==> config.mk <==
export PLATFORM = sky130hd
export DESIGN_NAME = par_serial_shifter
export DESIGN_NICKNAME = d
export VERILOG_FILES = /design/src/rtl/shifter_pkg.sv /design/src/rtl/shifter_sync.sv /design/src/rtl/shifter_ctrl.sv /design/src/rtl/shifter_datapath.sv /design/src/rtl/par_serial_shifter.sv
export SDC_FILE = /design/constraint.sdc
export NUM_CORES = 1
export LEC_CHECK = 0
export ABC_CLOCK_PERIOD_IN_PS = 1600
export BUFFER_PORTS_ARGS = -buffer_cell sky130_fd_sc_hd__buf_2
export CAP_MARGIN = 10
export CORE_AREA = 2 2 39 41
export CTS_CLUSTER_DIAMETER = 80
export DETAILED_ROUTE_END_ITERATION = 6
export DIE_AREA = 0 0 41 43
export HOLD_SLACK_MARGIN = 0.03
export SYNTH_ARGS = -nofsm -noshare
export SYNTH_HDL_FRONTEND = slang
export SYNTH_SLANG_ARGS = --single-unit
==> constraint.sdc <==
create_clock -name clk -period 1.6 [get_ports clk]
set_clock_uncertainty 0.1 [all_clocks]
set_input_delay 0.08 -clock clk [delete_from_list [all_inputs] [get_ports clk]]
set_output_delay 0.08 -clock clk [all_outputs]
set_load 0.005 [all_outputs]
==> src/rtl/shifter_pkg.sv <==
package shifter_pkg;
  // Strobes from control to the stage datapath; at most one is set per cycle
  typedef struct packed {
    logic load;
    logic shift;
  } stage_cmd_t;
endpackage

==> src/rtl/shifter_sync.sv <==
module shifter_sync #(
  parameter int WIDTH = 3,
  parameter int DEPTH = 2
) (
  input  logic             clk,
  input  logic [WIDTH-1:0] asyncIn,
  output logic [WIDTH-1:0] syncOut
);
  logic [WIDTH-1:0] chain [DEPTH];

  always_ff @(posedge clk) chain[0] <= asyncIn;

  for (genvar i = 1; i < DEPTH; i++) begin : g_flop
    always_ff @(posedge clk) chain[i] <= chain[i-1];
  end

  assign syncOut = chain[DEPTH-1];
endmodule

==> src/rtl/shifter_ctrl.sv <==
module shifter_ctrl
  import shifter_pkg::*;
#(
  parameter int SYNC_DEPTH = 2
) (
  input  logic       clk,
  input  logic       rst,
  input  logic       shiftLoadN,
  input  logic       clkInA,
  input  logic       clkInB,
  output stage_cmd_t cmd
);
  localparam int NUM_CTRL = 3;

  logic [NUM_CTRL-1:0] ctrlSync;
  logic ldSync, aSync, bSync;
  logic combNow, combPrev;

  shifter_sync #(.WIDTH(NUM_CTRL), .DEPTH(SYNC_DEPTH)) u_sync (
    .clk     (clk),
    .asyncIn ({shiftLoadN, clkInA, clkInB}),
    .syncOut (ctrlSync)
  );

  assign {ldSync, aSync, bSync} = ctrlSync;
  assign combNow = aSync | bSync;

  always_ff @(posedge clk) combPrev <= combNow;

  always_comb begin
    cmd.load  = ~ldSync;
    cmd.shift = ldSync & combNow & ~combPrev;
  end


  held_high_blocks_chk: assert property (@(posedge clk) disable iff (rst)
    ((aSync && $past(aSync)) || (bSync && $past(bSync))) |-> !cmd.shift);


  single_shift_chk: assert property (@(posedge clk) disable iff (rst)
    cmd.shift |=> !cmd.shift);
endmodule

==> src/rtl/shifter_datapath.sv <==
module shifter_datapath
  import shifter_pkg::*;
#(
  parameter int WIDTH = 8
) (
  input  logic             clk,
  input  logic             rst,
  input  stage_cmd_t       cmd,
  input  logic             serIn,
  input  logic [WIDTH-1:0] parIn,
  output logic [WIDTH-1:0] stages
);
  logic [WIDTH-1:0] shiftIn;

  for (genvar i = 0; i < WIDTH; i++) begin : g_link
    if (i == 0) begin : g_head
      assign shiftIn[i] = serIn;
    end else begin : g_body
      assign shiftIn[i] = stages[i-1];
    end
  end

  // Load outranks reset, reset outranks shift
  always_ff @(posedge clk) begin
    if (cmd.load)       stages <= parIn;
    else if (rst)       stages <= '0;
    else if (cmd.shift) stages <= shiftIn;
  end


  load_copies_chk: assert property (@(posedge clk) disable iff (rst)
    cmd.load |=> stages == $past(parIn));


  shift_moves_chk: assert property (@(posedge clk) disable iff (rst)
    (cmd.shift && !cmd.load) |=> stages == {$past(stages[WIDTH-2:0]), $past(serIn)});


  idle_hold_chk: assert property (@(posedge clk) disable iff (rst)
    (!cmd.shift && !cmd.load) |=> $stable(stages));
endmodule

==> src/rtl/par_serial_shifter.sv <==
module par_serial_shifter
  import shifter_pkg::*;
#(
  parameter int WIDTH      = 8,
  parameter int SYNC_DEPTH = 2
) (
  input  logic             clk,
  input  logic             rst,
  input  logic             shiftLoadN,
  input  logic             clkInA,
  input  logic             clkInB,
  input  logic             serIn,
  input  logic [WIDTH-1:0] parIn,
  output logic             serOut,
  output logic             serOutN
);
  stage_cmd_t       cmd;
  logic [WIDTH-1:0] stages;

  shifter_ctrl #(.SYNC_DEPTH(SYNC_DEPTH)) u_ctrl (
    .clk        (clk),
    .rst        (rst),
    .shiftLoadN (shiftLoadN),
    .clkInA     (clkInA),
    .clkInB     (clkInB),
    .cmd        (cmd)
  );

  shifter_datapath #(.WIDTH(WIDTH)) u_path (
    .clk    (clk),
    .rst    (rst),
    .cmd    (cmd),
    .serIn  (serIn),
    .parIn  (parIn),
    .stages (stages)
  );

  assign serOut  = stages[WIDTH-1];
  assign serOutN = ~stages[WIDTH-1];
endmodule

==> results of run 1 <==
## synthesized netlist by cell type (all sizes together)
cell type  n
edfxtp     8
a22o       7
dfxtp      7
inv        4
o21ai      2
buf        1
nand3b     1
nor2       1
nor2b      1
## worst max-delay path: stages (launching register included)
cell	delay [ns]
sky130_fd_sc_hd__dfxtp_1	0.37
sky130_fd_sc_hd__nor2b_4	0.25
sky130_fd_sc_hd__o21ai_0	0.23
sky130_fd_sc_hd__buf_4	0.23
## metal layers
| metal | global-route usage [%] | share of wire, % |
|---|---|---|
| met5 | 0 | 0 |
| met2 | 15.31 | 44 |
| met3 | 9.424 | 7.7 |
| met1 | 15.93 | 47 |
| met4 | 6.000 | 1.1 |
## layout make-up
cell class / count / area (µm²)
clock buffer: 4 / 26.28
inverter: 4 / 15.01
sequential: 15 / 380.4
multi-input combinational: 12 / 96.34
timing repair buffer: 27 / 192.7
fill: 131 / 653.1
tap: 16 / 20.02
## logic make-up (layout without fill, tap and decap cells)
kind of cell           after synthesis  after routing  synth area share (%)
DFF                                 15             15                 75.62
AOI/OAI and AO/OA                    9              9                 14.18
buffers and inverters                5             35                 5.223
and+or+nand+nor                      3              3                 4.974
## registers in the layout, indices dropped and copies added, names as in the netlist
name and flops:
u_path.stages 8, u_ctrl.u_sync.chain 6, u_ctrl.combPrev 1
## where the power goes
part | switching [mW] | internal (mW)
registers | 0.00979 | 0.438
clock network | 0.112 | 0.0966
logic | 0.0260 | 0.0481
## final timing paths
path	depth (start not counted)	start	to	slack [ns]
setup / recovery	3	u_ctrl.u_sync.chain[0][5]	u_path.stages[5]	0.19
hold / removal	3	parIn[4]	u_path.stages[4]	0.07
setup reg to reg	3	u_ctrl.u_sync.chain[0][5]	u_path.stages[5]	0.19
hold reg to reg	0	u_ctrl.u_sync.chain[0][2]	u_ctrl.u_sync.chain[0][5]	0.22
## timing repair
item,in CTS,in global routing
endpoints found under the hold margin,10,0
hold buffers,11,0
resized for setup,0,0
==> impl_summary.log, run 1 <==
[metrics] die outline height: between 40 and 50 µm
[metrics] area of the die: between 1500 and 2000 µm²
[metrics] Hold Slack: about 0.067 ns
[metrics] max-slew violation count: 0
[metrics] net count after synthesis: 46
[metrics] Lkg Pwr: between 0.3 and 0.4 nW
[metrics] maximum number of buffers from clock root to sink: 2
[metrics] synthesis-stage register bit count: 15
[metrics] area of the mapped netlist: 503.0 µm²
[metrics] per-cell routed wire length: approximately 11 µm
[metrics] leading cell type in the layout, fill and taps excluded: sky130_fd_sc_hd__buf_2
[metrics] Root Driver: sky130_fd_sc_hd__clkbuf_4
[metrics] largest net degree at the start of global routing: 9
[metrics] worst slack after detailed placement: between 0.2 and 0.25 ns
[metrics] Post-CTS Repair Setup Buffers: 0
[metrics] number of placed cells counting well taps: 63
[metrics] via-per-instance ratio: 4.346
[metrics] first-pass GRT wire length: 1.352 mm
[metrics] number of antenna violations at the first check in global routing: 0
[metrics] Remaining Overflow, GRT: 0
[metrics] transition time at the pin with the least slew margin: 0.4745 ns
[metrics] standard cell core area: about 1400 µm²
[metrics] count of final hold-check violations: 0
[metrics] total power after layout: 731.1 µW
[metrics] fraction of the yosys area taken by sequential cells: between 70% and 80%
[metrics] dominant cell type by area after synthesis: sky130_fd_sc_hd__edfxtp_1
[metrics] final cell count without fillers: 78
[metrics] Worst Setup Start Kind: flop
[metrics] Antenna Nets Post-Route: 0
[metrics] HPWL after detailed placement: around 580 µm
[metrics] post-route worst setup slack: between 0.15 and 0.2 ns
[metrics] status: finished clean
[metrics] setup repair after global routing missed its margin: false
[metrics] clock input transition at the sequential cells of the worst setup and hold paths: around 0.09 ns
[metrics] highest clock rate: about 0.7 GHz
[metrics] number of instances in the synthesized netlist: 32
[metrics] fraction of layout instances using a drive strength above 1: between 30% and 40%
[metrics] Top Ports: 16
[metrics] TritonCTS clock tree: yes
[metrics] Pre-Repair DR Iteration Count: 3
[metrics] area share of the largest cell type after synthesis: a little under half
[metrics] Mapped Avg Cell Area: roughly 16 µm²
[metrics] final count of negative-setup-slack endpoints: 0
[metrics] required time at the endpoint of the critical path: about 1.6 ns
[metrics] WS Path Type: reg -> reg
[metrics] synth top area cells: sky130_fd_sc_hd__edfxtp_1 (48%), sky130_fd_sc_hd__dfxtp_1 (28%), sky130_fd_sc_hd__a22o_1 (12%)
[metrics] portion of the clock cycle consumed by the worst path in the final layout: roughly nine tenths
[metrics] GPL Wtd Cong: approximately 0.68
[metrics] later-pin clock latency in the skew report: approximately 0.28 ns
[metrics] vias after detailed routing: around 340
[metrics] number of nets in the layout: 77
[metrics] sink count of the clock tree: 15
[metrics] worst hold path type: in -> reg
[metrics] number of antenna diodes: 0
[metrics] Max transition margin: between 60% and 70%
[metrics] detailed router's first-iteration violation count: 2
[metrics] Fin Setup TNS: 0 ns
[metrics] distinct cell type count of the synthesized netlist: 9
[metrics] width of the die: roughly 40 µm
[metrics] H-tree levels: 1
[metrics] count of yosys warnings during synthesis: 0
[metrics] final design area excluding fillers: ~730 µm²
[metrics] via count of the first global-routing pass: between 300 and 400
[metrics] final critical-path required period: around 1.4 ns
[metrics] P&R area growth vs syn: 45.27%
[metrics] effective utilization at floorplan: 36.35%
[metrics] drt total wl: approximately 870 µm
[metrics] final core utilization: a little over half
[metrics] largest voltage drop on the vdd net: 0.0008358 V
[metrics] Remaining DRCs: 0
[metrics] WP data arrival: ~1.4 ns
[metrics] Row Count: 14
[metrics] number of max-capacitance violations reported: 0
[metrics] Port Buffer Count: 15
[metrics] Critical Path Fanout Max: 8
[metrics] TritonCTS buffer count: 3
[metrics] area post-placement: 594.3 µm²
[metrics] Critical Path End Type: flop
[metrics] Power per Cell Area: ~1000 nW/µm²
[metrics] total routing usage reported by global routing: roughly 13%
[metrics] commonest cells after routing, fill and taps aside: sky130_fd_sc_hd__buf_2 (15), sky130_fd_sc_hd__dlygate4sd3_1 (11), sky130_fd_sc_hd__edfxtp_1 (8)
No activity file was read; power rests on OpenSTA's default activity.
==> run 2: changes to the inputs <==
--- a/config.mk
+++ b/config.mk
@@ -13,6 +13,7 @@
 export DETAILED_ROUTE_END_ITERATION = 6
 export DIE_AREA = 0 0 41 43
 export HOLD_SLACK_MARGIN = 0.03
+export SETUP_SLACK_MARGIN = 0.4
 export SYNTH_ARGS = -nofsm -noshare
 export SYNTH_HDL_FRONTEND = slang
 export SYNTH_SLANG_ARGS = --single-unit
==> run 2 against run 1 <==
Against the previous run:
- setup slack improved by 0.25 ns
- largest cell class unchanged
- register-to-register slack better by 0.25 ns
- sequential share of layout area decreased by 0.70 points
- combinational power rose by 3.4%
- clock-buffer cell count decreased by 1
- largest power group unchanged
- die area is the same
- wire length decreased by 6.8%
- core utilization rose by 0.72 points
- via count is 0.59% higher
- flip-flop and latch count stayed put
- global-route usage is 1.5 points lower
- fmax up 22%
- critical endpoint is now u_path.stages[2]
==> impl_summary.log, run 2 (synthesized netlist as in run 1, its figures left out) <==
[metrics] via count of the first global-routing pass: 314 (was 321)
[metrics] largest net degree at the start of global routing: 10 (was 9)
[metrics] Remaining DRCs: 0 (unchanged)
[metrics] required time at the endpoint of the critical path: 1.53 ns (was 1.56 ns)
[metrics] number of antenna diodes: 0 (unchanged)
[metrics] WP data arrival: 1.09 ns (was 1.37 ns)
[metrics] number of nets in the layout: 77 (unchanged)
[metrics] final design area excluding fillers: 740.7 µm² (was 730.7 µm²)
[metrics] transition time at the pin with the least slew margin: 0.2688 ns (was 0.4745 ns)
[metrics] TritonCTS clock tree: yes (unchanged)
[metrics] final count of negative-setup-slack endpoints: 0 (unchanged)
[metrics] largest voltage drop on the vdd net: 0.0005270 V (was 0.0008358 V)
[metrics] Top Ports: 16 (unchanged)
[metrics] die outline height: 43 µm (unchanged)
[metrics] fraction of layout instances using a drive strength above 1: 37.10% (was 32.26%)
[metrics] portion of the clock cycle consumed by the worst path in the final layout: 72.43% (was 88.22%)
[metrics] max-slew violation count: 0 (unchanged)
[metrics] worst hold path type: in -> reg (unchanged)
[metrics] cells traversed along the worst timing path: nor2b_4 > buf_4 > a22o_1 (was nor2b_4 > o21ai_0 > buf_4)
[metrics] Critical Path Fanout Max: 4 (was 8)
[metrics] number of max-capacitance violations reported: 0 (unchanged)
[metrics] count of final hold-check violations: 0 (unchanged)
[metrics] Fin Setup TNS: 0 ns (unchanged)
[metrics] leading cell type in the layout, fill and taps excluded: sky130_fd_sc_hd__buf_2 (unchanged)
[metrics] number of antenna violations at the first check in global routing: 0 (unchanged)
[metrics] later-pin clock latency in the skew report: 0.28 ns (about the same)
[metrics] width of the die: 41 µm (unchanged)
[metrics] Hold Slack: 0.03607 ns (was 0.06730 ns)
[metrics] GPL Wtd Cong: 0.6367 (was 0.6804)
[metrics] Antenna Nets Post-Route: 0 (unchanged)
[metrics] H-tree levels: 1 (unchanged)
[metrics] HPWL after detailed placement: 546.3 µm (was 577.6 µm)
[metrics] Worst Setup Start Kind: flop (unchanged)
[metrics] Critical Path End Type: flop (unchanged)
[metrics] status: finished clean (unchanged)
[metrics] via-per-instance ratio: 4.372 (was 4.346)
[metrics] final critical-path required period: 1.159 ns (was 1.412 ns)
[metrics] setup repair after global routing missed its margin: false (unchanged)
[metrics] max reg flops: 8 (unchanged)
[metrics] TritonCTS buffer count: 3 (unchanged)
[metrics] post-route worst setup slack: 0.4411 ns (was 0.1885 ns)
[metrics] drt total wl: 812 µm (was 871 µm)
[metrics] delay of the slowest cell on the worst path: 0.34 ns (was 0.37 ns)
[metrics] Lkg Pwr: 0.3309 nW (was 0.3247 nW)
[metrics] per-cell routed wire length: 10.41 µm (was 11.17 µm)
[metrics] vias after detailed routing: 341 (was 339)
[metrics] worst slack after detailed placement: 0.4372 ns (was 0.2069 ns)
[metrics] effective utilization at floorplan: 36.35% (unchanged)
[metrics] commonest cells after routing, fill and taps aside: sky130_fd_sc_hd__buf_2 (15), sky130_fd_sc_hd__dlygate4sd3_1 (10), sky130_fd_sc_hd__edfxtp_1 (8) (was sky130_fd_sc_hd__buf_2 (15), sky130_fd_sc_hd__dlygate4sd3_1 (11), sky130_fd_sc_hd__edfxtp_1 (8))
[metrics] P&R area growth vs syn: 47.26% (was 45.27%)
[metrics] standard cell core area: 1384 µm² (unchanged)
[metrics] largest registers ranked by flip-flop count: u_path.stages: 8 flops, u_ctrl.u_sync.chain: 6 flops, u_ctrl.combPrev: 1 flops (unchanged)
[metrics] first-pass GRT wire length: 1.228 mm (was 1.352 mm)
[metrics] CP max-delay cell: sky130_fd_sc_hd__dfxtp_1 (unchanged)
[metrics] Root Driver: sky130_fd_sc_hd__clkbuf_4 (unchanged)
[metrics] Max transition margin: 82.01% (was 68.03%)
[metrics] maximum number of buffers from clock root to sink: 2 (unchanged)
[metrics] total routing usage reported by global routing: 11.08% (was 12.55%)
[metrics] Power per Cell Area: 990.6 nW/µm² (was 1001 nW/µm²)
[metrics] Port Buffer Count: 15 (unchanged)
[metrics] clock input transition at the sequential cells of the worst setup and hold paths: 0.09 ns (about the same)
[metrics] Remaining Overflow, GRT: 0 (unchanged)
[metrics] Row Count: 14 (unchanged)
[metrics] highest clock rate: 0.8629 GHz (was 0.7085 GHz)
[metrics] sink count of the clock tree: 15 (unchanged)
[metrics] total power after layout: 733.7 µW (was 731.1 µW)
[metrics] WS Path Type: reg -> reg (unchanged)
[metrics] area post-placement: 590.6 µm² (was 594.3 µm²)
[metrics] largest register by flop count: u_path.stages (unchanged)
[metrics] detailed router's first-iteration violation count: 2 (unchanged)
[metrics] area of the die: 1763 µm² (unchanged)
[metrics] Pre-Repair DR Iteration Count: 2 (was 3)
==> run 2: final timing paths <==
check / from / to / slack [ns] / depth (start not counted)
hold / removal: parIn[2] / u_path.stages[2] / 0.04 / 2
setup reg to reg: u_ctrl.u_sync.chain[0][5] / u_path.stages[2] / 0.44 / 3
setup / recovery: u_ctrl.u_sync.chain[0][5] / u_path.stages[2] / 0.44 / 3
hold reg to reg: u_ctrl.u_sync.chain[0][0] / u_ctrl.u_sync.chain[0][3] / 0.23 / 0
==> run 2: critical path, delay by kind of cell, from the launching register on <==
| kind | cells | cell delay [ns] |
|---|---|---|
| flops | 1 | 0.34 |
| compound gates | 1 | 0.19 |
| simple gates | 1 | 0.14 |
| buf+inv | 1 | 0.14 |
==> run 2: repair_timing <==
action | in CTS | in global routing
setup endpoints to repair | 0 | 8
hold endpoints to repair | 9 | 0
setup buffers | 0 | 2
gates resized for setup | 0 | 1
hold buffers | 10 | 0
==> run 2: report_power, final <==
group / internal [mW] / leakage [nW] / switching (mW)
clock network: 0.0927 / 0.0177 / 0.116
registers: 0.438 / 0.145 / 0.00983
logic: 0.0492 / 0.168 / 0.0274
total: 0.580 / 0.331 / 0.153
==> run 2: routing by layer <==
metal | vias to the layer above | track usage (%) | wire length, µm
met3 | 2 | 6.283 | 58
met1 | 149 | 11.72 | 350
met5 | - | 0 | 0
li1 | 177 | - | -
met4 | 0 | 6.000 | 7
met2 | 13 | 16.56 | 395
==> run 2: cell type report <==
type | instances | area (µm²)
tap | 16 | 20.02
timing repair buffer | 27 | 190.2
fill | 133 | 643.1
clock inverter | 1 | 5.005
multi-input combinational | 12 | 107.6
sequential | 15 | 380.4
clock buffer | 3 | 22.52
inverter | 4 | 15.01
==> run 2: metrics by stage <==
| step | std cells | utilization (%) |
|---|---|---|
| floorplan | 32 | - |
| global placement | 62 | 42.68 |
| detailed placement | 62 | 42.68 |
| CTS | 76 | 51.90 |
| global route | 78 | 53.53 |
| finish | 78 | 53.53 |
